## src/rtl/cmp_wave_pkg.sv

```systemverilog
package cmp_wave_pkg;
  typedef enum logic [1:0] {
    SEL_PERIOD = 2'd0,
    SEL_CMP_A  = 2'd1,
    SEL_CMP_B  = 2'd2,
    SEL_CTRL   = 2'd3
  } regsel_e;

  localparam int CTL_RUN  = 0;
  localparam int CTL_TRIG = 1;
  localparam int CTL_CLR  = 2;
  localparam int NUM_SLOT = 2;
endpackage

```

## src/rtl/cwu_counter.sv

```systemverilog
module cwu_counter #(
  parameter int W = 8
) (
  input  logic         clk,
  input  logic         rst_n,
  input  logic         run,
  input  logic [W-1:0] period,
  output logic [W-1:0] cnt,
  output logic         wrap
);
  function automatic logic at_end(input logic [W-1:0] c, input logic [W-1:0] p);
    return c >= p;
  endfunction

  function automatic logic [W-1:0] step(input logic [W-1:0] c, input logic [W-1:0] p);
    return at_end(c, p) ? '0 : c + 1'b1;
  endfunction

  assign wrap = run && at_end(cnt, period);

  always_ff @(posedge clk or negedge rst_n) begin
    if (!rst_n)   cnt <= '0;
    else if (run) cnt <= step(cnt, period);
  end
endmodule

```

## src/rtl/cwu_cmp_slot.sv

```systemverilog
module cwu_cmp_slot #(
  parameter int W = 8
) (
  input  logic         clk,
  input  logic         rst_n,
  input  logic         run,
  input  logic         wrap,
  input  logic         wr,
  input  logic [W-1:0] wr_data,
  input  logic [W-1:0] period,
  input  logic [W-1:0] cnt,
  output logic [W-1:0] lat,
  output logic         hit
);
  logic [W-1:0] pend;
  logic         pend_v;
  logic         load_now;
  logic         load_buf;

  function automatic logic in_range(input logic [W-1:0] v, input logic [W-1:0] p);
    return v <= p;
  endfunction

  function automatic logic is_hit(input logic r, input logic [W-1:0] c,
                                  input logic [W-1:0] v, input logic [W-1:0] p);
    return r && (c == v) && in_range(v, p);
  endfunction

  assign load_now = wr && !run;
  assign load_buf = wr && run;
  assign hit      = is_hit(run, cnt, lat, period);

  always_ff @(posedge clk or negedge rst_n) begin
    if (!rst_n) begin
      lat    <= '0;
      pend   <= '0;
      pend_v <= 1'b0;
    end else if (load_now) begin
      lat    <= wr_data;
      pend_v <= 1'b0;
    end else begin
      if (wrap && pend_v) lat <= pend;
      if (load_buf) begin
        pend   <= wr_data;
        pend_v <= 1'b1;
      end else if (wrap) begin
        pend_v <= 1'b0;
      end
    end
  end
endmodule

```

## src/rtl/cwu_wave_ctl.sv

```systemverilog
module cwu_wave_ctl (
  input  logic       clk,
  input  logic       rst_n,
  input  logic       run,
  input  logic       trig,
  input  logic       init_req,
  input  logic       clr,
  input  logic [1:0] hit,
  output logic       wave,
  output logic [1:0] flags,
  output logic       irq
);
  function automatic logic next_wave(input logic cur, input logic act,
                                     input logic set_h, input logic clr_h);
    if (!act)  return cur;
    if (clr_h) return 1'b0;
    if (set_h) return 1'b1;
    return cur;
  endfunction

  always_ff @(posedge clk or negedge rst_n) begin
    if (!rst_n) begin
      wave  <= 1'b0;
      flags <= 2'b00;
      irq   <= 1'b0;
    end else begin
      if (init_req) wave <= 1'b0;
      else          wave <= next_wave(wave, trig && run, hit[0], hit[1]);
      flags <= (clr ? 2'b00 : flags) | hit;
      irq   <= (clr ? 1'b0 : irq) | (|hit);
    end
  end
endmodule

```

## src/rtl/cmp_wave_unit.sv

```systemverilog
module cmp_wave_unit
  import cmp_wave_pkg::*;
#(
  parameter int W = 8
) (
  input  logic         clk,
  input  logic         rst_n,
  input  logic         wr_en,
  input  logic [1:0]   wr_sel,
  input  logic [W-1:0] wr_data,
  output logic [W-1:0] cnt_out,
  output logic         wave_out,
  output logic [1:0]   match_flag,
  output logic         irq
);
  logic [W-1:0] period_q;
  logic         run_q;
  logic         trig_q;
  logic         wrap;
  logic         ctl_wr;
  logic         init_req;
  logic         clr_req;
  logic [1:0]   hit;
  logic [W-1:0] lat [NUM_SLOT];
  logic [W-1:0] lat_a;
  logic [W-1:0] lat_b;
  logic         hit_a;
  logic         hit_b;

  assign ctl_wr   = wr_en && (regsel_e'(wr_sel) == SEL_CTRL);
  assign init_req = ctl_wr && wr_data[CTL_TRIG] && !run_q;
  assign clr_req  = ctl_wr && wr_data[CTL_CLR];

  always_ff @(posedge clk or negedge rst_n) begin
    if (!rst_n) begin
      period_q <= '0;
      run_q    <= 1'b0;
      trig_q   <= 1'b0;
    end else begin
      if (wr_en && (regsel_e'(wr_sel) == SEL_PERIOD)) period_q <= wr_data;
      if (ctl_wr) begin
        run_q  <= wr_data[CTL_RUN];
        trig_q <= wr_data[CTL_TRIG];
      end
    end
  end

  cwu_counter #(.W(W)) u_cnt (
    .clk(clk), .rst_n(rst_n), .run(run_q), .period(period_q),
    .cnt(cnt_out), .wrap(wrap)
  );

  for (genvar i = 0; i < NUM_SLOT; i++) begin : g_slot
    localparam regsel_e MY_SEL = (i == 0) ? SEL_CMP_A : SEL_CMP_B;
    logic slot_wr;
    assign slot_wr = wr_en && (regsel_e'(wr_sel) == MY_SEL);
    cwu_cmp_slot #(.W(W)) u_slot (
      .clk(clk), .rst_n(rst_n), .run(run_q), .wrap(wrap),
      .wr(slot_wr), .wr_data(wr_data), .period(period_q),
      .cnt(cnt_out), .lat(lat[i]), .hit(hit[i])
    );
  end

  assign lat_a = lat[0];
  assign lat_b = lat[1];
  assign hit_a = hit[0];
  assign hit_b = hit[1];

  cwu_wave_ctl u_wave (
    .clk(clk), .rst_n(rst_n), .run(run_q), .trig(trig_q),
    .init_req(init_req), .clr(clr_req), .hit(hit),
    .wave(wave_out), .flags(match_flag), .irq(irq)
  );
endmodule

```

## config.mk

```make
export PLATFORM = sky130hd
export DESIGN_NAME = cmp_wave_unit
export DESIGN_NICKNAME = d
export VERILOG_FILES = /design/src/rtl/cmp_wave_pkg.sv /design/src/rtl/cwu_counter.sv /design/src/rtl/cwu_cmp_slot.sv /design/src/rtl/cwu_wave_ctl.sv /design/src/rtl/cmp_wave_unit.sv
export SDC_FILE = /design/constraint.sdc
export NUM_CORES = 1
export LEC_CHECK = 0
export BUFFER_PORTS_ARGS = -buffer_cell sky130_fd_sc_hd__buf_4
export CAP_MARGIN = 30
export CORE_AREA = 3 3 81 83
export DETAILED_ROUTE_END_ITERATION = 12
export DIE_AREA = 0 0 84 86
export PLACE_DENSITY = 0.8
export SYNTH_ARGS = -nofsm -noshare
export SYNTH_HDL_FRONTEND = slang
export SYNTH_SLANG_ARGS = --single-unit
```

## constraint.sdc

```tcl
create_clock -name clk -period 6.3 [get_ports clk]
set_clock_uncertainty 0.15 [all_clocks]
set_input_delay 1.26 -clock clk [delete_from_list [all_inputs] [get_ports clk]]
set_output_delay 1.26 -clock clk [all_outputs]
set_load 0.01 [all_outputs]
```

=== After elaboration in Yosys (flattened, before gate mapping) ===
Cells that the tools add are included.

* Bits in latches: 0
* Output and inout bits: 12
* Memory bits (read-only): 0
* Bits in writable memories: 0
* Register bits after elaboration: 56
* Logic and storage cells: 83
* Memories kept: 0
* Bits of input ports: 13

* $lt $le $gt $ge: 3
* Add/sub/neg operators: 1
* Mux-type cells: 28
* Multiply operators: 0
* Shift operators: 0
* Reductions and logical operators: 29
* Equality and inequality tests: 5
* Bitwise gates (word level): 4
* Div/mod/pow operators: 0

{| class="wikitable"
|+ Operator list
! kind !! count
|-
| $mux W8 || 5
|-
| $mux W1 || 22
|-
| $logic_and A1 B1 Y1 || 19
|-
| $eq A8 B8 Y1 || 2
|-
| $le A8 B8 Y1 || 2
|-
| $add A8 B1 Y8 const B || 1
|-
| $ge A8 B8 Y1 || 1
|-
| $reduce_bool A3 Y1 || 2
|-
| $eq A2 B2 Y1 const B || 2
|-
| $reduce_and A2 Y1 || 2
|-
| $reduce_bool A2 Y1 || 2
|-
| $reduce_bool A4 Y1 || 1
|-
| $eq A2 B1 Y1 const B || 1
|-
| $logic_not A2 Y1 || 1
|-
| $mux W2 || 1
|-
| $not A1 Y1 || 2
|-
| $or A2 B2 Y2 || 1
|-
| $reduce_or A2 Y1 || 1
|-
| $logic_not A1 Y1 || 1
|-
| $or A1 B1 Y1 || 1
|}

=== Depth between registers and ports, before layout ===
* Depth after elaboration: 14
* Mapped depth: 8

=== By module ===
Synthesis repeated with hierarchy kept, for this count alone.

* Cell total of the unflattened synthesis: 302
* Area total of the unflattened synthesis: 3160.5 µm²

{| class="wikitable"
|+ By module, submodules not included
! module !! area an instance (µm²) !! times used !! cells an instance
|-
| cwu_cmp_slot || 999.7 || 2 || 97
|-
| cwu_counter || 596.8 || 1 || 70
|-
| cmp_wave_unit || 419.2 || 1 || 28
|-
| cwu_wave_ctl || 145.1 || 1 || 10
|}

=== Least setup slack after synthesis ===
No wires, ideal clock.

* Kind: input-to-reg
* Start: in wr_sel[0]
* End: reg g_slot[1].u_slot.pend[0]
* Stages on the path: 4
* Slack: 3841 ps
* Library setup time: 125 ps
* Buffers on the path: 1
* Data required time: 6025 ps
* Arrival: 2184 ps
* Cell sequence: nand3b_1 -> or2_2 -> clkbuf_1 -> mux2_2

* Cells in the longest elaborated chain, start to end: 5
* Elaborated cells on any way between the ends: 6
* Classes of those cells: 1 x eq/ne; 1 x bitwise; 4 x reduce/logical

{| class="wikitable"
|+ Ends and longest elaborated chain
! item !! RTL line !! RTL
|-
| from (decl) || cmp_wave_unit.sv:9 || <nowiki>input logic [1:0] wr_sel,</nowiki>
|-
| $eq A2 B2 Y1 * || cmp_wave_unit.sv:56 || <nowiki>assign slot_wr = wr_en && (regsel_e'(wr_sel) == MY_SEL);</nowiki>
|-
| $logic_and A1 B1 Y1 * || cmp_wave_unit.sv:56 ||
|-
| $logic_and A1 B1 Y1 || cwu_cmp_slot.sv:29 || <nowiki>assign load_now = wr && !run;</nowiki>
|-
| $not A1 Y1 (no line) || -- ||
|-
| $reduce_and A2 Y1 (no line) * || -- ||
|-
| to (signal assigned) || cwu_cmp_slot.sv:44 || <nowiki>pend <= wr_data;</nowiki>
|-
| to (decl) || cwu_cmp_slot.sv:15 || <nowiki>logic [W-1:0] pend;</nowiki>
|}

Every way passes the cells marked *; elsewhere a longest branch is shown, timed or not.
A chain may end at the register's enable or synchronous reset.

=== Worst setup path after layout ===
* Start: reg u_cnt.cnt[6]
* End: reg g_slot[0].u_slot.lat[1]

* Cells in the longest elaborated chain, start to end: 4

{| class="wikitable"
|+ Ends and longest elaborated chain
! item !! RTL line !! RTL
|-
| from (decl) || cwu_counter.sv:8 || <nowiki>output logic [W-1:0] cnt,</nowiki>
|-
| from (signal assigned) || cwu_counter.sv:23 || <nowiki>else if (run) cnt <= step(cnt, period);</nowiki>
|-
| $ge A8 B8 Y1 || cwu_counter.sv:12 || <nowiki>return c >= p;</nowiki>
|-
| $logic_and A1 B1 Y1 || cwu_counter.sv:19 || <nowiki>assign wrap = run && at_end(cnt, period);</nowiki>
|-
| $logic_and A1 B1 Y1 || cwu_cmp_slot.sv:42 || <nowiki>if (wrap && pend_v) lat <= pend;</nowiki>
|-
| $reduce_bool A2 Y1 (no line) || -- ||
|-
| to (signal assigned) || cwu_cmp_slot.sv:39 || <nowiki>lat <= wr_data;</nowiki>
|-
| to (signal assigned) || cwu_cmp_slot.sv:42 ||
|-
| to (decl) || cwu_cmp_slot.sv:12 || <nowiki>output logic [W-1:0] lat,</nowiki>
|}

Every way passes these cells.

==> run summary <==
Crit Path Max Fanout - 9
WHS Path Cells - 2
Worst R2R Path Depth - 6
Worst VDD drop - 219 uV
Hold Crit Class - register to register
reg2reg start - u_cnt.cnt[6]
clock slew at reported path FFs - 0.10 ns
Post-Syn Area - 0.00319 mm2
Syn-to-layout area delta - 10.3%
Worst Hold End - u_wave.flags[0]
clock sink count - 56
cell row count - 28
Yosys warnings - 0
TritonCTS clock tree - built
root buf cell - clkbuf_8
CTS Buf Count - 5
DR iter-0 viols - 141
initial core utilization - 0.540
DRC viols - 0
kind of critical path - register to register
post-CTS sizing - 0
n_diodes - 0
RR Endpoint - g_slot[0].u_slot.lat[1]
Port Buf Inserts - 24
Placed Instances - 398
Max Slew Vio Count - 0
Final Instance Count excl. Fillers - 406
Max Freq - 383 MHz
number of global-route vias before repair - 2,405
GRT Overall Usage - 0.209
Synth top area share - 0.439
period utilization - 0.415
Rel. slew slack - 0.529
Hold Crit Start - u_wave.flags[0]
via count - 2,358
ANT nets after route - 0
final setup vio count - 0
hpwl dp - 5.39 mm
# IOs - 25
layout cells sized above 1 - 0.193
RSZ-0062 raised after global routing - no
total die area - 0.00722 mm2
top post-synthesis cells by area - dfrtp_1, ha_1, mux2_2
Hold Fails Final Rpt - 0
Hold Buf Count CTS - 0
GRT met3 Usage - 0.0336
die height - 86 um
most common cell after layout, fill and taps aside - dfrtp_1
DR WL/cell - 17.3 um
clk_lat worst skew - 0.31 ns
most frequent cells in the layout - dfrtp_1, nand2_1, a21oi_1
Syn Nets - 345
status - finished, final reports clean
die extent in x - 84 um
Clock Tree Buf Depth - 2
Worst Path Required - 6.33 ns
CORE AREA - 0.00592 mm2
aggregate global routing overflow - 0
Worst Setup End Kind - register
Post-Syn Instances - 307
initial antenna violation count - 0
met1 usage - 0.280
Post-CTS Setup Bufs - 0
LEAKAGE - 1.52 nW
most used routing layer - met2
first-pass GRT wire length - 12.0 mm
Period minus WS final - 2.61 ns
register area share after synthesis - 0.439
pin count of the biggest net entering global routing - 57
Max-cap violations - 0
WP data arrival - 2.64 ns
Distinct cells, synth - 39
DR pass1 iterations - 4
Routed WL - 7.03 mm
Least-Margin Pin Slew - 0.707 ns
Final TNS setup - 0 ns
GR met2 Demand/Resource - 0.354
top cell type by total area after synthesis - dfrtp_1
power per cell area - 412 mW/mm2
CP Launch Type - register
R2R Setup Slk - 3.69 ns
GP Congestion - 0.872
Yosys reg bits - 56
Vias per Instance - 5.81
Mean Syn Cell Area - 10.4 um2
H-tree depth - 2
Final Net Count - 368
## worst max-delay path: stages (launching register included)
cell and delay [ns]:
dfrtp_1 0.49, ha_1 0.37, nand4_2 0.15, a211o_4 0.39, a211oi_4 0.58, mux2i_1 0.26, a21oi_1 0.08
## sequential cells by signal, summed over array words and instances (netlist names)
signal / flops
g_slot.u_slot.lat: 16
u_cnt.cnt: 8
g_slot.u_slot.pend_v: 2
u_wave.flags: 2
trig_q: 1
u_wave.wave: 1
run_q: 1
u_wave.irq: 1
g_slot.u_slot.pend: 16
period_q: 8
## cell type report
| class | instances | area [um2] |
|---|---|---|
| Clock buffer | 6 | 72.6 |
| Timing Repair Buffer | 25 | 188 |
| Clock inverter | 2 | 35.0 |
| Fill cell | 505 | 2400 |
| Sequential cell | 56 | 1400 |
| Tap cell | 75 | 93.8 |
| Inverter | 17 | 63.8 |
| Multi-Input combinational cell | 225 | 1670 |
## metal layers
metal  vias to the layer above  wire length, um
met5                         -                0
met4                         0               91
met3                         9              276
met2                        59             3540
met1                      1166             3130
li1                       1124                -
## power breakdown
| group | total (mW) | switching [mW] | leakage [nW] | internal [mW] |
|---|---|---|---|---|
| logic | 0.583 | 0.289 | 0.794 | 0.294 |
| registers | 0.635 | 0.150 | 0.669 | 0.485 |
| clock network | 0.232 | 0.114 | 0.0552 | 0.118 |
## worst max path at each step
stage                       startpoint  slack (ns)                        to  depth (start not counted)
after floorplan              wr_sel[0]        3.84  g_slot[1].u_slot.pend[0]                          4
after global placement       wr_sel[0]        3.74  g_slot[1].u_slot.pend[6]                          4
after detailed placement  u_cnt.cnt[7]        3.69   g_slot[0].u_slot.lat[1]                          6
after CTS                 u_cnt.cnt[7]        3.67   g_slot[0].u_slot.lat[1]                          6
after global routing      u_cnt.cnt[6]        3.50   g_slot[0].u_slot.lat[5]                          6
final                     u_cnt.cnt[6]        3.69   g_slot[0].u_slot.lat[1]                          6
## Yosys cell counts
cell and n:
dfrtp_1 56, nand2_1 31, a21oi_1 27, ha_1 25, nor2_1 25, mux2_2 18
xnor2_1 18, inv_1 16, mux2i_1 16, o21ai_0 12, nand3_1 9, nand4_1 9
clkbuf_1 6, o211ai_1 4, a211oi_4 3, nor3_1 3, dlymetal6s2s_1 2, nand3b_1 2
nor2b_1 2, o311ai_0 2, or2_2 2, xor2_1 2, a2111oi_2 1, a211o_4 1
a21o_2 1, and2_2 1, and3_2 1, clkbuf_8 1, clkinv_1 1, nand2b_1 1
nand2b_4 1, nand4_2 1, nor3b_1 1, o2111a_1 1, o21ai_2 1, o21ba_2 1
o31ai_1 1, or3_1 1, or4_1 1
## stage by stage
| step | power (mW) | instance area [um2] | setup slack, ns | hold WS, ns | utilization |
|---|---|---|---|---|---|
| 3_5_place_dp | 1.22 | 3410 | 3.69 | 0.308 | 0.577 |
| 2_1_floorplan | 1.03 | 3190 | 3.84 | 0.297 | - |
| 4_1_cts | 1.45 | 3520 | 3.67 | 0.331 | 0.595 |
| 3_3_place_gp | 1.17 | 3410 | 3.74 | 0.307 | 0.577 |
| 6_report | 1.45 | 3520 | 3.69 | 0.324 | 0.595 |
| 5_1_grt | 1.56 | 3520 | 3.50 | 0.375 | 0.595 |
## cells by family after synthesis
logic type,Yosys count,synth area share
DFF,56,0.439
adders and majority gates,25,0.0979
muxes,34,0.114
xor gates and xnor gates,20,0.0548
and+or+nand+nor,91,0.136
buffers and inverters,26,0.0392
AOI/OAI and AO/OA,55,0.119
Note: power is estimated with default switching activity, not from simulation.
